$ cat config.mk
export PLATFORM = sky130hd
export DESIGN_NAME = dramc_top
export DESIGN_NICKNAME = d
export VERILOG_FILES = /design/src/rtl/dramc_pkg.sv /design/src/rtl/dramc_wait_timer.sv /design/src/rtl/dramc_bank_table.sv /design/src/rtl/dramc_rmw_alu.sv /design/src/rtl/dramc_top.sv
export SDC_FILE = /design/constraint.sdc
export NUM_CORES = 1
export LEC_CHECK = 0
export BUFFER_PORTS_ARGS = -buffer_cell sky130_fd_sc_hd__clkbuf_2
export CAP_MARGIN = 20
export CORE_ASPECT_RATIO = 1.4
export CORE_MARGIN = 4
export CORE_UTILIZATION = 45
export DETAILED_ROUTE_END_ITERATION = 7
export PLACE_DENSITY_LB_ADDON = 0.25
export SYNTH_ARGS = -nofsm -noshare
export SYNTH_HDL_FRONTEND = slang
export SYNTH_SLANG_ARGS = --single-unit
$ cat constraint.sdc
create_clock -name clk -period 2.1 [get_ports clk]
set_input_delay 0.21 -clock clk [delete_from_list [all_inputs] [get_ports clk]]
set_output_delay 0.21 -clock clk [all_outputs]
set_load 0.005 [all_outputs]
$ cat src/rtl/dramc_pkg.sv
package dramc_pkg;

   typedef enum logic [2:0] {
      CMD_NOP = 3'd0,
      CMD_PRE = 3'd1,
      CMD_ACT = 3'd2,
      CMD_RD  = 3'd3,
      CMD_WR  = 3'd4
   } dcmd_e;

   typedef enum logic [1:0] {
      OP_READ  = 2'd0,
      OP_WRITE = 2'd1,
      OP_RMW   = 2'd2,
      OP_RSVD  = 2'd3
   } dop_e;

   typedef enum logic [1:0] {
      FN_ADD  = 2'd0,
      FN_OR   = 2'd1,
      FN_AND  = 2'd2,
      FN_PASS = 2'd3
   } dfn_e;

   typedef enum logic [2:0] {
      ST_IDLE,
      ST_PRE,
      ST_ACT,
      ST_COL,
      ST_RDW,
      ST_WB
   } dst_e;

endpackage

$ cat src/rtl/dramc_wait_timer.sv
module dramc_wait_timer #(
   parameter int TW = 2
) (
   input  logic          clk,
   input  logic          rst_n,
   input  logic          load,
   input  logic [TW-1:0] load_val,
   output logic          zero
);

   logic [TW-1:0] cnt_q;

   always_ff @(posedge clk) begin
      if (!rst_n)
         cnt_q <= '0;
      else if (load)
         cnt_q <= load_val;
      else if (cnt_q != '0)
         cnt_q <= cnt_q - 1'b1;
   end

   assign zero = (cnt_q == '0);

   AST_LOAD_WHEN_EXPIRED: assert property (@(posedge clk) disable iff (!rst_n)
      load |-> (cnt_q == '0));

endmodule

$ cat src/rtl/dramc_bank_table.sv
module dramc_bank_table #(
   parameter int BANK_W = 2,
   parameter int ROW_W  = 4
) (
   input  logic              clk,
   input  logic              rst_n,
   input  logic [BANK_W-1:0] lk_bank,
   input  logic [ROW_W-1:0]  lk_row,
   output logic              lk_open,
   output logic              lk_hit,
   input  logic              act_en,
   input  logic              pre_en,
   input  logic [BANK_W-1:0] upd_bank,
   input  logic [ROW_W-1:0]  act_row
);

   localparam int NBANK = 1 << BANK_W;

   logic             open_q [NBANK];
   logic [ROW_W-1:0] row_q  [NBANK];

   for (genvar g = 0; g < NBANK; g++) begin : g_bank
      always_ff @(posedge clk) begin
         if (!rst_n) begin
            open_q[g] <= 1'b0;
            row_q[g]  <= '0;
         end else if (act_en && upd_bank == BANK_W'(g)) begin
            open_q[g] <= 1'b1;
            row_q[g]  <= act_row;
         end else if (pre_en && upd_bank == BANK_W'(g)) begin
            open_q[g] <= 1'b0;
         end
      end

      AST_ACT_ON_CLOSED: assert property (@(posedge clk) disable iff (!rst_n)
         (act_en && upd_bank == BANK_W'(g)) |-> !open_q[g]);

      AST_OTHER_BANK_KEPT: assert property (@(posedge clk) disable iff (!rst_n)
         ((act_en || pre_en) && upd_bank != BANK_W'(g)) |=> $stable(row_q[g]) && $stable(open_q[g]));
   end

   assign lk_open = open_q[lk_bank];
   assign lk_hit  = open_q[lk_bank] && (row_q[lk_bank] == lk_row);

endmodule

$ cat src/rtl/dramc_rmw_alu.sv
module dramc_rmw_alu #(
   parameter int DATA_W = 16
) (
   input  logic [1:0]        fn,
   input  logic [DATA_W-1:0] rd_word,
   input  logic [DATA_W-1:0] operand,
   output logic [DATA_W-1:0] result
);
   import dramc_pkg::*;

   always_comb begin
      unique case (dfn_e'(fn))
         FN_ADD:  result = rd_word + operand;
         FN_OR:   result = rd_word | operand;
         FN_AND:  result = rd_word & operand;
         default: result = rd_word;
      endcase
   end

endmodule

$ cat src/rtl/dramc_top.sv
module dramc_top #(
   parameter int DATA_W = 16,
   parameter int ROW_W  = 4,
   parameter int BANK_W = 2,
   parameter int COL_W  = 3,
   parameter int T_RP   = 2,
   parameter int T_RCD  = 3
) (
   input  logic                            clk,
   input  logic                            rst_n,
   input  logic                            req_valid,
   output logic                            req_ready,
   input  logic [1:0]                      req_op,
   input  logic [1:0]                      req_fn,
   input  logic [ROW_W+BANK_W+COL_W-1:0]   req_addr,
   input  logic [DATA_W-1:0]               req_wdata,
   output logic                            rsp_valid,
   output logic [DATA_W-1:0]               rsp_data,
   output logic [2:0]                      cmd_code,
   output logic [BANK_W-1:0]               cmd_bank,
   output logic [ROW_W-1:0]                cmd_row,
   output logic [COL_W-1:0]                cmd_col,
   output logic [DATA_W-1:0]               cmd_wdata,
   input  logic                            dram_rvalid,
   input  logic [DATA_W-1:0]               dram_rdata
);
   import dramc_pkg::*;

   localparam int TMAX = (T_RP > T_RCD) ? T_RP : T_RCD;
   localparam int TW   = $clog2(TMAX + 1);
   localparam int CW   = $clog2(TMAX + 2);

   if (T_RP < 1 || T_RCD < 1) begin : g_bad_timing
      $error("dramc_top: T_RP and T_RCD must be at least 1");
   end
   if (ROW_W < 1 || BANK_W < 1 || COL_W < 1 || DATA_W < 1) begin : g_bad_width
      $error("dramc_top: address and data fields need at least one bit");
   end

   dst_e               st_q, st_d;
   dop_e               op_q;
   logic [1:0]         fn_q;
   logic [ROW_W-1:0]   row_q;
   logic [BANK_W-1:0]  bank_q;
   logic [COL_W-1:0]   col_q;
   logic [DATA_W-1:0]  wd_q, wb_q;
   logic               rsp_valid_q;
   logic [DATA_W-1:0]  rsp_data_q;

   logic [COL_W-1:0]   in_col;
   logic [BANK_W-1:0]  in_bank;
   logic [ROW_W-1:0]   in_row;
   logic [BANK_W-1:0]  lk_bank;
   logic [ROW_W-1:0]   lk_row;
   logic               lk_open, lk_hit;
   logic               tmr_zero, tmr_load;
   logic [TW-1:0]      tmr_val;
   logic               pre_fire, act_fire, col_fire, wb_fire, accept;
   logic [DATA_W-1:0]  alu_out;

   assign in_col  = req_addr[COL_W-1:0];
   assign in_bank = req_addr[COL_W +: BANK_W];
   assign in_row  = req_addr[COL_W+BANK_W +: ROW_W];

   assign req_ready = (st_q == ST_IDLE);
   assign accept    = req_valid && req_ready;
   assign lk_bank   = req_ready ? in_bank : bank_q;
   assign lk_row    = req_ready ? in_row  : row_q;

   assign pre_fire = (st_q == ST_PRE);
   assign act_fire = (st_q == ST_ACT) && tmr_zero;
   assign col_fire = (st_q == ST_COL) && tmr_zero;
   assign wb_fire  = (st_q == ST_WB);

   assign tmr_load = pre_fire || act_fire;
   assign tmr_val  = pre_fire ? TW'(T_RP - 1) : TW'(T_RCD - 1);

   dramc_bank_table #(.BANK_W(BANK_W), .ROW_W(ROW_W)) u_table (
      .clk      (clk),
      .rst_n    (rst_n),
      .lk_bank  (lk_bank),
      .lk_row   (lk_row),
      .lk_open  (lk_open),
      .lk_hit   (lk_hit),
      .act_en   (act_fire),
      .pre_en   (pre_fire),
      .upd_bank (bank_q),
      .act_row  (row_q)
   );

   dramc_wait_timer #(.TW(TW)) u_timer (
      .clk      (clk),
      .rst_n    (rst_n),
      .load     (tmr_load),
      .load_val (tmr_val),
      .zero     (tmr_zero)
   );

   dramc_rmw_alu #(.DATA_W(DATA_W)) u_alu (
      .fn      (fn_q),
      .rd_word (dram_rdata),
      .operand (wd_q),
      .result  (alu_out)
   );

   always_comb begin
      st_d = st_q;
      unique case (st_q)
         ST_IDLE: if (req_valid)
                     st_d = lk_hit ? ST_COL : (lk_open ? ST_PRE : ST_ACT);
         ST_PRE:  st_d = ST_ACT;
         ST_ACT:  if (act_fire) st_d = ST_COL;
         ST_COL:  if (col_fire) st_d = (op_q == OP_WRITE) ? ST_IDLE : ST_RDW;
         ST_RDW:  if (dram_rvalid) st_d = (op_q == OP_RMW) ? ST_WB : ST_IDLE;
         ST_WB:   st_d = ST_IDLE;
         default: st_d = ST_IDLE;
      endcase
   end

   always_ff @(posedge clk) begin
      if (!rst_n) begin
         st_q        <= ST_IDLE;
         op_q        <= OP_READ;
         fn_q        <= '0;
         row_q       <= '0;
         bank_q      <= '0;
         col_q       <= '0;
         wd_q        <= '0;
         wb_q        <= '0;
         rsp_valid_q <= 1'b0;
         rsp_data_q  <= '0;
      end else begin
         st_q        <= st_d;
         rsp_valid_q <= 1'b0;
         if (accept) begin
            op_q   <= dop_e'(req_op);
            fn_q   <= req_fn;
            row_q  <= in_row;
            bank_q <= in_bank;
            col_q  <= in_col;
            wd_q   <= req_wdata;
         end
         if (st_q == ST_RDW && dram_rvalid) begin
            if (op_q == OP_RMW) begin
               wb_q <= alu_out;
            end else begin
               rsp_valid_q <= 1'b1;
               rsp_data_q  <= dram_rdata;
            end
         end
         if (wb_fire) begin
            rsp_valid_q <= 1'b1;
            rsp_data_q  <= wb_q;
         end
      end
   end

   always_comb begin
      cmd_code = CMD_NOP;
      if (pre_fire)      cmd_code = CMD_PRE;
      else if (act_fire) cmd_code = CMD_ACT;
      else if (col_fire) cmd_code = (op_q == OP_WRITE) ? CMD_WR : CMD_RD;
      else if (wb_fire)  cmd_code = CMD_WR;
   end

   assign cmd_bank  = bank_q;
   assign cmd_row   = row_q;
   assign cmd_col   = col_q;
   assign cmd_wdata = wb_fire ? wb_q : wd_q;
   assign rsp_valid = rsp_valid_q;
   assign rsp_data  = rsp_data_q;

   // spacing checker: cycles since the last precharge / activate
   logic [CW-1:0] since_pre, since_act;
   logic          after_pre, after_act;

   always_ff @(posedge clk) begin
      if (!rst_n) begin
         since_pre <= '0;
         since_act <= '0;
         after_pre <= 1'b0;
         after_act <= 1'b0;
      end else begin
         if (pre_fire) since_pre <= CW'(1);
         else if (since_pre != '1) since_pre <= since_pre + 1'b1;
         if (act_fire) since_act <= CW'(1);
         else if (since_act != '1) since_act <= since_act + 1'b1;
         if (pre_fire) after_pre <= 1'b1;
         else if (act_fire) after_pre <= 1'b0;
         if (act_fire) after_act <= 1'b1;
         else if (col_fire) after_act <= 1'b0;
      end
   end

   AST_TRP_GAP: assert property (@(posedge clk) disable iff (!rst_n)
      (act_fire && after_pre) |-> (since_pre == CW'(T_RP)));
   AST_TRCD_GAP: assert property (@(posedge clk) disable iff (!rst_n)
      (col_fire && after_act) |-> (since_act == CW'(T_RCD)));
   AST_COL_ROW_OPEN: assert property (@(posedge clk) disable iff (!rst_n)
      (col_fire || wb_fire) |-> lk_hit);
   AST_BUSY_AFTER_ACCEPT: assert property (@(posedge clk) disable iff (!rst_n)
      accept |=> !req_ready);
   AST_RSP_SINGLE: assert property (@(posedge clk) disable iff (!rst_n)
      rsp_valid |=> !rsp_valid);
   AST_RVALID_EXPECTED: assert property (@(posedge clk) disable iff (!rst_n)
      dram_rvalid |-> (st_q == ST_RDW));
   AST_WB_FOLLOWS_READ: assert property (@(posedge clk) disable iff (!rst_n)
      wb_fire |-> ($past(st_q) == ST_RDW));

endmodule

==> flow_summary_export.csv <==
group,metric,value,unit
outcome,status,"finished, violations left",
outcome,violations,"negative setup slack",
clock_tree,ctsHoldBuffers,0,
clock_tree,clock_sinks,87,
floorplanning,dieArea,0.0143,sq mm
worst_setup_path,cp_slowest_stage_delay,0.34,ns
cells_and_area,final_cell_mix,"nand2_1, clkbuf_2, buf_4",
global_route,antenna_found_initial,0,
worst_setup_path,rrSetupSlack,-0.16,ns
worst_setup_path,crit_type,"reg2reg",
placement,place_ws,-0.286,ns
synthesis,syn-num-nets,705,
sta,hold_viol_final,0,
routing,wl_per_cell,16.6,um
floorplanning,initial_core_util,46.6,%
worst_setup_path,path_cells,"ha_4, inv_4, fa_2, nor2b_2, o31a_1, o31a_1, buf_4, and3_4, or3_1, nand3_1, a31oi_1",
floorplanning,die_w,102,um
sta,rsz0062_at_grt,"true",
global_route,grt_usage,21.7,%
sta,worst_pin_slew,0.710,ns
synthesis,synth.distinct_cells,58,
global_route,grt_max_degree,35,
synthesis,synth_seq_cells,87,
placement,portBuffers,94,
sta,max_slew_margin,52.6,%
floorplanning,num_io_pins,95,
sta,setup_ws,-0.158,ns
sta,finalSetupViolCount,9,
routing,dr.pass1.iters,4,
cells_and_area,syn_to_final_growth,31.7,%
synthesis,async_flop_share,0,%
routing,drtIter0Drc,203,
sta,holdWs,0.0879,ns
clock_tree,clk_latency,0.35,ns
pwr,powerDensity,960,mW/mm^2
clock_tree,h-tree-depth,3,
sta,maxSlewViolCount,0,
sta,fin_tns_setup,-0.622,ns
pwr,leakagePower,3.41,nW
cells_and_area,layout-drive-gt1-share,34.9,%
cells_and_area,fin_util,61.4,%
global_route,grt_pass1_vias,5108,
synthesis,netlist_instances,622,
synthesis,syn_area_per_cell,8.99,sq um
floorplanning,die_y,140,um
sta,max_freq,443,MHz
routing,drt-total-wl,15400,um
routing,viasPerCell,5.49,
pwr,vdd_ir_drop_max,419,uV
synthesis,synth_edf_count,19,
worst_setup_path,endpoint_kind,"register",
worst_setup_path,cp_max_fo,4,
cells_and_area,layout.cells.most_common,"nand2_1",
cells_and_area,final_nets,855,
sta,min_period_over_period,108,%
clock_tree,cts_buffers,9,
global_route,grt_pass1_wl,24800,um
placement,gp_congestion,0.904,
routing,vias,5072,
placement,dp_hpwl,10900,um
sta,final.min_clock_period,2.26,ns
floorplanning,design.core.area,0.0120,sq mm
worst_setup_path,start_kind,"register",
global_route,grt_overflow,0,
synthesis,netlist_area,0.00559,sq mm
routing,ant_nets,0,
floorplanning,std_cell_rows,47,
pwr,p_total,7.07,mW
clock_tree,clkTransAtPathRegs,0.07,ns
synthesis,yosysWarnings,0,
worst_setup_path,critical_path_required,2.33,ns
clock_tree,cts_buffer_depth,2,
synthesis,synth_seq_area_share,34.6,%
sta,skew,0.00955,ns
routing,remaining_drc_errors,0,
clock_tree,cts-root-buf,"clkbuf_16",
worst_setup_path,cp_data_arrival_time,2.49,ns
synthesis,synth_ff_type,"dfxtp_1",
worst_setup_path,cpMostUsedCell,"o31a_1",
worst_setup_path,cp_slowest_cell,"dfxtp_2",
clock_tree,cts_tree,"yes",
cells_and_area,antennaDiodeCount,0,
min_path,hold_path.class,"in2reg",
flow_run,cap_violations,0,
[cell usage after synthesis (2+ instances only)]
library cell	instances	share of area (%)
nand2_1	104	7.0
dfxtp_1	68	24
inv_1	48	3.2
a21boi_0	36	4.8
ha_1	33	7.4
clkbuf_1	27	1.8
o211ai_1	22	3.0
and2_1	21	2.4
mux2_2	20	4.0
nor2_1	20	1.3
edfxtp_1	19	10
mux2i_1	19	3.4
o211a_1	18	3.2
o21ai_0	18	1.6
a21oi_1	15	1.3
nand3_1	14	1.3
o31ai_1	9	1.2
xnor2_1	9	1.4
a21o_1	8	1.1
mux4_2	8	3.2
o21a_1	7	0.94
xor2_1	7	1.1
a31oi_1	6	0.67
nand2b_1	6	0.67
nor2b_1	6	0.67
and3_1	5	0.56
nor3_1	5	0.45
buf_6	4	0.81
buf_1	3	0.20
a211oi_1	2	0.27
a41oi_1	2	0.31
and2b_2	2	0.31
buf_4	2	0.27
clkbuf_8	2	0.49
nand4_1	2	0.22
o31a_1	2	0.31
o41ai_1	2	0.31
[kinds of logic after synthesis]
family / synth area share, %
simple gates: 15.7
compound gates: 21.2
flops: 34.6
buf+inv: 6.80
mux: 11.5
fa+ha+maj: 7.74
xor+xnor: 2.51
[stage by stage]
step | instance area (sq um) | cells
after floorplan | 5680 | 622
after global placement | 6690 | 891
after detailed placement | 6690 | 891
after CTS | 7200 | 918
after global routing | 7360 | 924
final | 7360 | 924
[routing by layer]
metal	vias to the layer above	track usage (%)	routed length, um
li1	2489	-	-
met1	2425	24.5	6000
met2	135	39.9	8460
met3	23	3.61	660
met4	0	8.15	261
met5	-	0	0
[worst max-delay path: cells and delay by family, from the launching register on]
kind,cells,cell delay [ns]
compound gates,3,0.64
fa+ha+maj,2,0.38
flops,1,0.34
buf+inv,2,0.23
simple gates,4,0.57
[state kept, by name, summed over array words and instances (netlist names), 3 cells and up]
register / cells
wd_q: 16
st_q: 3
u_table.open_q: 4
cmd_row: 4
wb_q: 16
u_table.row_q: 16
rsp_data: 16
cmd_col: 3
[power by group]
group	total, mW	internal (mW)	switching (mW)
registers	2.11	1.93	0.183
clock network	1.78	1.06	0.725
logic	3.18	1.56	1.62
[worst paths after layout]
kind                           start                 endpoint  cells past startpoint
max             wd_q[0]$_SDFFE_PN0P_    wb_q[14]$_SDFFE_PN0P_                     11
min                     req_wdata[6]     wd_q[6]$_SDFFE_PN0P_                      3
max reg2reg     wd_q[0]$_SDFFE_PN0P_    wb_q[14]$_SDFFE_PN0P_                     11
min reg2reg  cmd_col[1]$_SDFFE_PN0P_  cmd_col[1]$_SDFFE_PN0P_                      2
[final cells by class]
class / instances / area, sq um
well taps: 147 / 184
clock inverters: 7 / 104
clock buffers: 9 / 225
repair buffers: 177 / 1240
inverters: 48 / 183
flip-flops and latches: 87 / 1940
fillers: 1076 / 4630
multi-input cells: 449 / 3490
[repair_timing]
action,CTS,global route
cloned,2,0
setup buffers,9,6
endpoints found under the setup margin,29,26
pin swaps,19,9
resized for setup,20,22
Power figures use the tool's default switching activity.
